## config.mk

```make
export PLATFORM = sky130hd
export DESIGN_NAME = updn_cnt_stage
export DESIGN_NICKNAME = d
export VERILOG_FILES = /design/src/rtl/updn_cnt_pkg.sv /design/src/rtl/updn_cnt_opdec.sv /design/src/rtl/updn_cnt_reg.sv /design/src/rtl/updn_cnt_tcdec.sv /design/src/rtl/updn_cnt_stage.sv
export SDC_FILE = /design/constraint.sdc
export NUM_CORES = 1
export LEC_CHECK = 0
export BUFFER_PORTS_ARGS = -buffer_cell sky130_fd_sc_hd__buf_4
export CORE_AREA = 2 2 39 41
export CTS_BUF_LIST = sky130_fd_sc_hd__clkbuf_8
export DETAILED_ROUTE_END_ITERATION = 12
export DIE_AREA = 0 0 41 43
export SETUP_SLACK_MARGIN = 0.02
export SYNTH_ARGS = -nofsm -noshare
export SYNTH_HDL_FRONTEND = slang
export SYNTH_HIERARCHICAL = 1
export SYNTH_SLANG_ARGS = --single-unit
```

## constraint.sdc

```tcl
create_clock -name clk -period 3.6 [get_ports clk]
set_clock_uncertainty 0.1 [all_clocks]
set_input_delay 0.18 -clock clk [delete_from_list [all_inputs] [get_ports clk]]
set_output_delay 0.18 -clock clk [all_outputs]
set_load 0.01 [all_outputs]
```

## src/rtl/updn_cnt_pkg.sv

```systemverilog
// Package: shared operation encoding for the counter stage.
// Assumes a single clock domain; no other dependencies.
package updn_cnt_pkg;
    typedef enum logic [1:0] {
        OP_HOLD = 2'd0,
        OP_LOAD = 2'd1,
        OP_INC  = 2'd2,
        OP_DEC  = 2'd3
    } cnt_op_e;
endpackage

```

## src/rtl/updn_cnt_opdec.sv

```systemverilog
// Module: turns the sampled control pins into one operation code.
// Assumes active-low load and enables; load outranks counting.
// Reset is handled in the register itself.
module updn_cnt_opdec
    import updn_cnt_pkg::*;
(
    input  logic    load_n,
    input  logic    cnt_en_n,
    input  logic    chain_en_n,
    input  logic    dir_up,
    output cnt_op_e op
);
    // Priority decode: load, then count (direction), else hold.
    always_comb begin
        if (!load_n)
            op = OP_LOAD;
        else if (!cnt_en_n && !chain_en_n)
            op = dir_up ? OP_INC : OP_DEC;
        else
            op = OP_HOLD;
    end
endmodule

```

## src/rtl/updn_cnt_reg.sv

```systemverilog
// Module: the count register. It applies the decoded operation on each rising edge.
// Assumes a synchronous active-low reset; the arithmetic wraps modulo 2**WIDTH.
module updn_cnt_reg
    import updn_cnt_pkg::*;
#(
    parameter int WIDTH = 4
) (
    input  logic             clk,
    input  logic             rst_n,
    input  cnt_op_e          op,
    input  logic [WIDTH-1:0] din,
    output logic [WIDTH-1:0] q
);
    localparam logic [WIDTH-1:0] STEP = WIDTH'(1);

    // State update: reset, load, step up or down, or hold.
    always_ff @(posedge clk) begin
        if (!rst_n) begin
            q <= '0;
        end else begin
            case (op)
                OP_LOAD: q <= din;
                OP_INC:  q <= q + STEP;
                OP_DEC:  q <= q - STEP;
                default: q <= q;
            endcase
        end
    end
endmodule

```

## src/rtl/updn_cnt_tcdec.sv

```systemverilog
// Module: decodes the active-low terminal count from the registered count.
// Assumes q is a register output, so the decode is free of counting glitches.
module updn_cnt_tcdec #(
    parameter int WIDTH = 4
) (
    input  logic [WIDTH-1:0] q,
    input  logic             chain_en_n,
    input  logic             dir_up,
    output logic             tc_n
);
    localparam logic [WIDTH-1:0] TOP = {WIDTH{1'b1}};

    logic at_end;

    // Last value for the current direction.
    always_comb at_end = dir_up ? (q == TOP) : (q == '0);

    // The chaining enable qualifies the carry.
    always_comb tc_n = ~(at_end & ~chain_en_n);
endmodule

```

## src/rtl/updn_cnt_stage.sv

```systemverilog
// Top: one cascadable up/down counter stage.
// Assumes every control is synchronous to clk. tc_n of one stage feeds
// chain_en_n of the next stage to widen the counter.
module updn_cnt_stage
    import updn_cnt_pkg::*;
#(
    parameter int WIDTH = 4
) (
    input  logic             clk,
    input  logic             rst_n,
    input  logic             load_n,
    input  logic             cnt_en_n,
    input  logic             chain_en_n,
    input  logic             dir_up,
    input  logic [WIDTH-1:0] din,
    output logic [WIDTH-1:0] cnt_q,
    output logic             tc_n
);
    localparam logic [WIDTH-1:0] ONE = WIDTH'(1);
    localparam logic [WIDTH-1:0] TOP = {WIDTH{1'b1}};

    cnt_op_e op;

    updn_cnt_opdec u_opdec (
        .load_n     (load_n),
        .cnt_en_n   (cnt_en_n),
        .chain_en_n (chain_en_n),
        .dir_up     (dir_up),
        .op         (op)
    );

    updn_cnt_reg #(.WIDTH(WIDTH)) u_reg (
        .clk   (clk),
        .rst_n (rst_n),
        .op    (op),
        .din   (din),
        .q     (cnt_q)
    );

    updn_cnt_tcdec #(.WIDTH(WIDTH)) u_tc (
        .q          (cnt_q),
        .chain_en_n (chain_en_n),
        .dir_up     (dir_up),
        .tc_n       (tc_n)
    );

    // reset clears the count, even when load is requested
    p_reset_r1: assert property (@(posedge clk)
        !rst_n |=> cnt_q == '0);

    // a load edge copies din
    p_load_r2: assert property (@(posedge clk) disable iff (!rst_n)
        !load_n |=> cnt_q == $past(din));

    // either enable high holds the count
    p_hold_r3: assert property (@(posedge clk) disable iff (!rst_n)
        (load_n && (cnt_en_n || chain_en_n)) |=> $stable(cnt_q));

    // counting up advances by one, modulo 2**WIDTH
    p_inc_r4: assert property (@(posedge clk) disable iff (!rst_n)
        (load_n && !cnt_en_n && !chain_en_n && dir_up)
            |=> cnt_q == $past(cnt_q) + ONE);

    // counting down retreats by one, modulo 2**WIDTH
    p_dec_r5: assert property (@(posedge clk) disable iff (!rst_n)
        (load_n && !cnt_en_n && !chain_en_n && !dir_up)
            |=> cnt_q == $past(cnt_q) - ONE);

    // the carry is never low while the chaining enable is high
    p_tc_gate_r6: assert property (@(posedge clk) disable iff (!rst_n)
        chain_en_n |-> tc_n);

    // a low carry implies the directional end value
    p_tc_end_r6: assert property (@(posedge clk) disable iff (!rst_n)
        !tc_n |-> (dir_up ? cnt_q == TOP : cnt_q == '0));
endmodule

```

==> flow_summary_export.csv <==
group,metric,value,unit
setup_path,start_kind,"input pin",
yosys,synth.distinct_cells,31,
layout,stdcell_count,76,
route,drt_iter0_drc,12,
timing,slew_viol_final,0,
setup_path,cp.arrival,1760,ps
layout,final_nets,73,
yosys,ys_ff_latch,4,
flow_run,cap_violations,0,
timing,setup_viol,0,
pwr,peakVddDrop,0.104,mV
pwr,pwr-share-seq,28.9,%
outcome,outcome,"finished, final reports clean",
timing,finalSetupTns,0,ps
route,drcViolationCount,0,
floorplanning,row_count,14,
clock_tree,h-tree-depth,1,
layout,drive_gt1_share,40.0,%
pwr,switching_share,25.3,%
grt,grt_pass1_vias,316,
grt,grt_max_degree,12,
timing,fmaxAchievable,562,MHz
clock_tree,cts_sinks,4,
layout,syn_to_final_growth,44.1,%
floorplanning,design.core.area,0.00138,mm2
yosys,synth_cells,43,
clock_tree,clk_pin_slew,30,ps
route,routed_wl,920,um
timing,slew_headroom,74.8,%
grt,grt_pass1_wl,1480,um
grt,overflow,0,
timing,grt_setup_unrepaired,"no",
placement,globalplace.congestion,0.685,
floorplanning,ios,15,
clock_tree,postCtsSetupBuffers,0,
clock_tree,cts_max_path_buffers,2,
route,dr.pass1.iters,4,
yosys,syn-num-nets,54,
clock_tree,clock_latency,210,ps
pwr,p_per_area,371,mW/mm2
setup_path,endpoint_kind,"flop",
yosys,ys_warn_count,6,
grt,antenna_found_initial,0,
floorplanning,die_area,0.00176,mm2
timing,period_share,49.4,%
layout,top_register,"u_reg/q",
placement,dp_hpwl,649,um
route,num_vias,388,
floorplanning,die_h,43,um
layout,top_regs,"u_reg/q: 4 flops",
route,ant_nets,0,
floorplanning,start_util,26.7,%
pwr,internal_power,0.000148,W
setup_path,crit_fanout,11,
yosys,syn_area,369,um2
floorplanning,die_x,41,um
clock_tree,cts_buffers,3,
timing,min_period,1780,ps
setup_path,crit_required,3580,ps
pwr,pwr-share-comb,23.7,%
route,vias_per_cell,5.11,
grt,gr-usage-all-layers,12.6,%
route,wl_per_cell,12.1,um
timing,tightest_slew,373,ps
pwr,power.total,0.000198,W
placement,port_buffers,14,
hold_path,hold_path_class,"input pin to flop",
pwr,leakage,0.235,nW
clock_tree,cts_tree,"done",
yosys,syn_area_per_cell,8.58,um2
pwr,power_switching,0.0000500,W
clock_tree,cts_root_buf,"clkbuf_8",
timing,hold_viol_final,0,
layout,largest_register_ffs,4,
layout,antenna_cells,0,
clock_tree,post_cts_resized,0,
yosys,yosysSeqAreaShare,21.7,%
pwr,p_clk_share,47.4,%
layout,final_common_cell,"buf_4",
layout,layout_common_cells,"buf_4, dfxtp_1, clkbuf_8, nand2_1, o21ai_0",
placement,placed_cells,73,
setup_path,crit_type,"input pin to flop",
clock_tree,hold_buffers,0,
## synthesized netlist by cell type
| library cell | number | share of area, % |
|---|---|---|
| a21oi_1 | 1 | 1.4 |
| nand4b_1 | 1 | 2.4 |
| nor4_2 | 1 | 3.4 |
| nand2_1 | 3 | 3.1 |
| nand3b_1 | 2 | 4.1 |
| and4_1 | 1 | 2.4 |
| inv_1 | 2 | 2.0 |
| o31ai_2 | 1 | 3.4 |
| a31oi_1 | 1 | 1.7 |
| buf_6 | 1 | 3.1 |
| nor2_1 | 1 | 1.0 |
| or4b_4 | 1 | 3.7 |
| and3_1 | 1 | 1.7 |
| a21oi_2 | 1 | 2.4 |
| nor2b_1 | 1 | 1.7 |
| a41oi_1 | 1 | 2.4 |
| nor3b_1 | 1 | 2.0 |
| buf_4 | 1 | 2.0 |
| and2_1 | 1 | 1.7 |
| o21ai_0 | 3 | 4.1 |
| xnor2_1 | 1 | 2.4 |
| or3b_2 | 1 | 2.4 |
| a211o_1 | 2 | 4.7 |
| o311ai_0 | 1 | 2.4 |
| a22oi_1 | 1 | 2.0 |
| nand2b_1 | 2 | 3.4 |
| and4b_1 | 1 | 2.7 |
| nand3_1 | 2 | 2.7 |
| ha_1 | 1 | 3.4 |
| dfxtp_1 | 4 | 22 |
| mux2i_1 | 1 | 2.7 |
## power groups by stage
| stage | combinational [W] | sequential (W) | clock [W] |
|---|---|---|---|
| 6_report | 0.0000468 | 0.0000572 | 0.0000935 |
| 3_3_place_gp | 0.0000461 | 0.0000571 | 0 |
| 4_1_cts | 0.0000470 | 0.0000569 | 0.0000963 |
| 3_5_place_dp | 0.0000467 | 0.0000575 | 0 |
| 5_1_grt | 0.0000522 | 0.0000584 | 0.000100 |
| 2_1_floorplan | 0.0000256 | 0.0000573 | 0 |
## stage by stage
step	util, %	hold slack [ps]	setup WS [ps]	cell area, um2
detailed placement	35.4	350	1610	490
global route	38.4	140	1720	532
CTS	38.4	121	1830	532
finish	38.4	127	1820	532
floorplan	-	196	1800	369
global placement	35.4	344	1620	490
## area by class of cell
cell class / instances / area [um2]
Fill cell: 148 / 852
Multi-Input combinational cell: 35 / 263
Timing Repair Buffer: 16 / 120
Sequential cell: 4 / 80.1
Clock buffer: 3 / 41.3
Tap cell: 16 / 20.0
Inverter: 2 / 7.51
## critical path: stages
cell     delay, ps
buf_4          120
o31ai_2        220
buf_4          200
nand2_1         70
xnor2_1        120
ha_1           230
or3b_2         450
nand3_1         90
a31oi_1         80
## final timing paths
| check | startpoint | slack [ps] | to | depth (start not counted) |
|---|---|---|---|---|
| setup / recovery | chain_en_n | 1820 | u_reg/q[2] | 9 |
| hold / removal | rst_n | 130 | u_reg/q[1] | 2 |
| setup reg to reg | u_reg/q[1] | 1920 | u_reg/q[2] | 5 |
| hold reg to reg | u_reg/q[0] | 480 | u_reg/q[0] | 1 |
## metal layers
metal	GRT usage, %	vias up	share of wire [%]
met3	1.57	0	5.3
met1	18.5	174	50
met2	15.6	12	44
li1	-	202	-
met5	0	-	0
met4	10.0	0	0
## cell families (layout without fill, tap and decap cells)
kind of cell	Yosys count	after routing	share of synthesized area (%)
buf+inv	4	21	7.12
xor+xnor	1	1	2.37
fa+ha+maj	1	1	3.39
compound gates	12	12	24.4
simple gates	20	20	38.3
flops	4	4	21.7
mux	1	1	2.71
(Power assumes the default switching activity.)
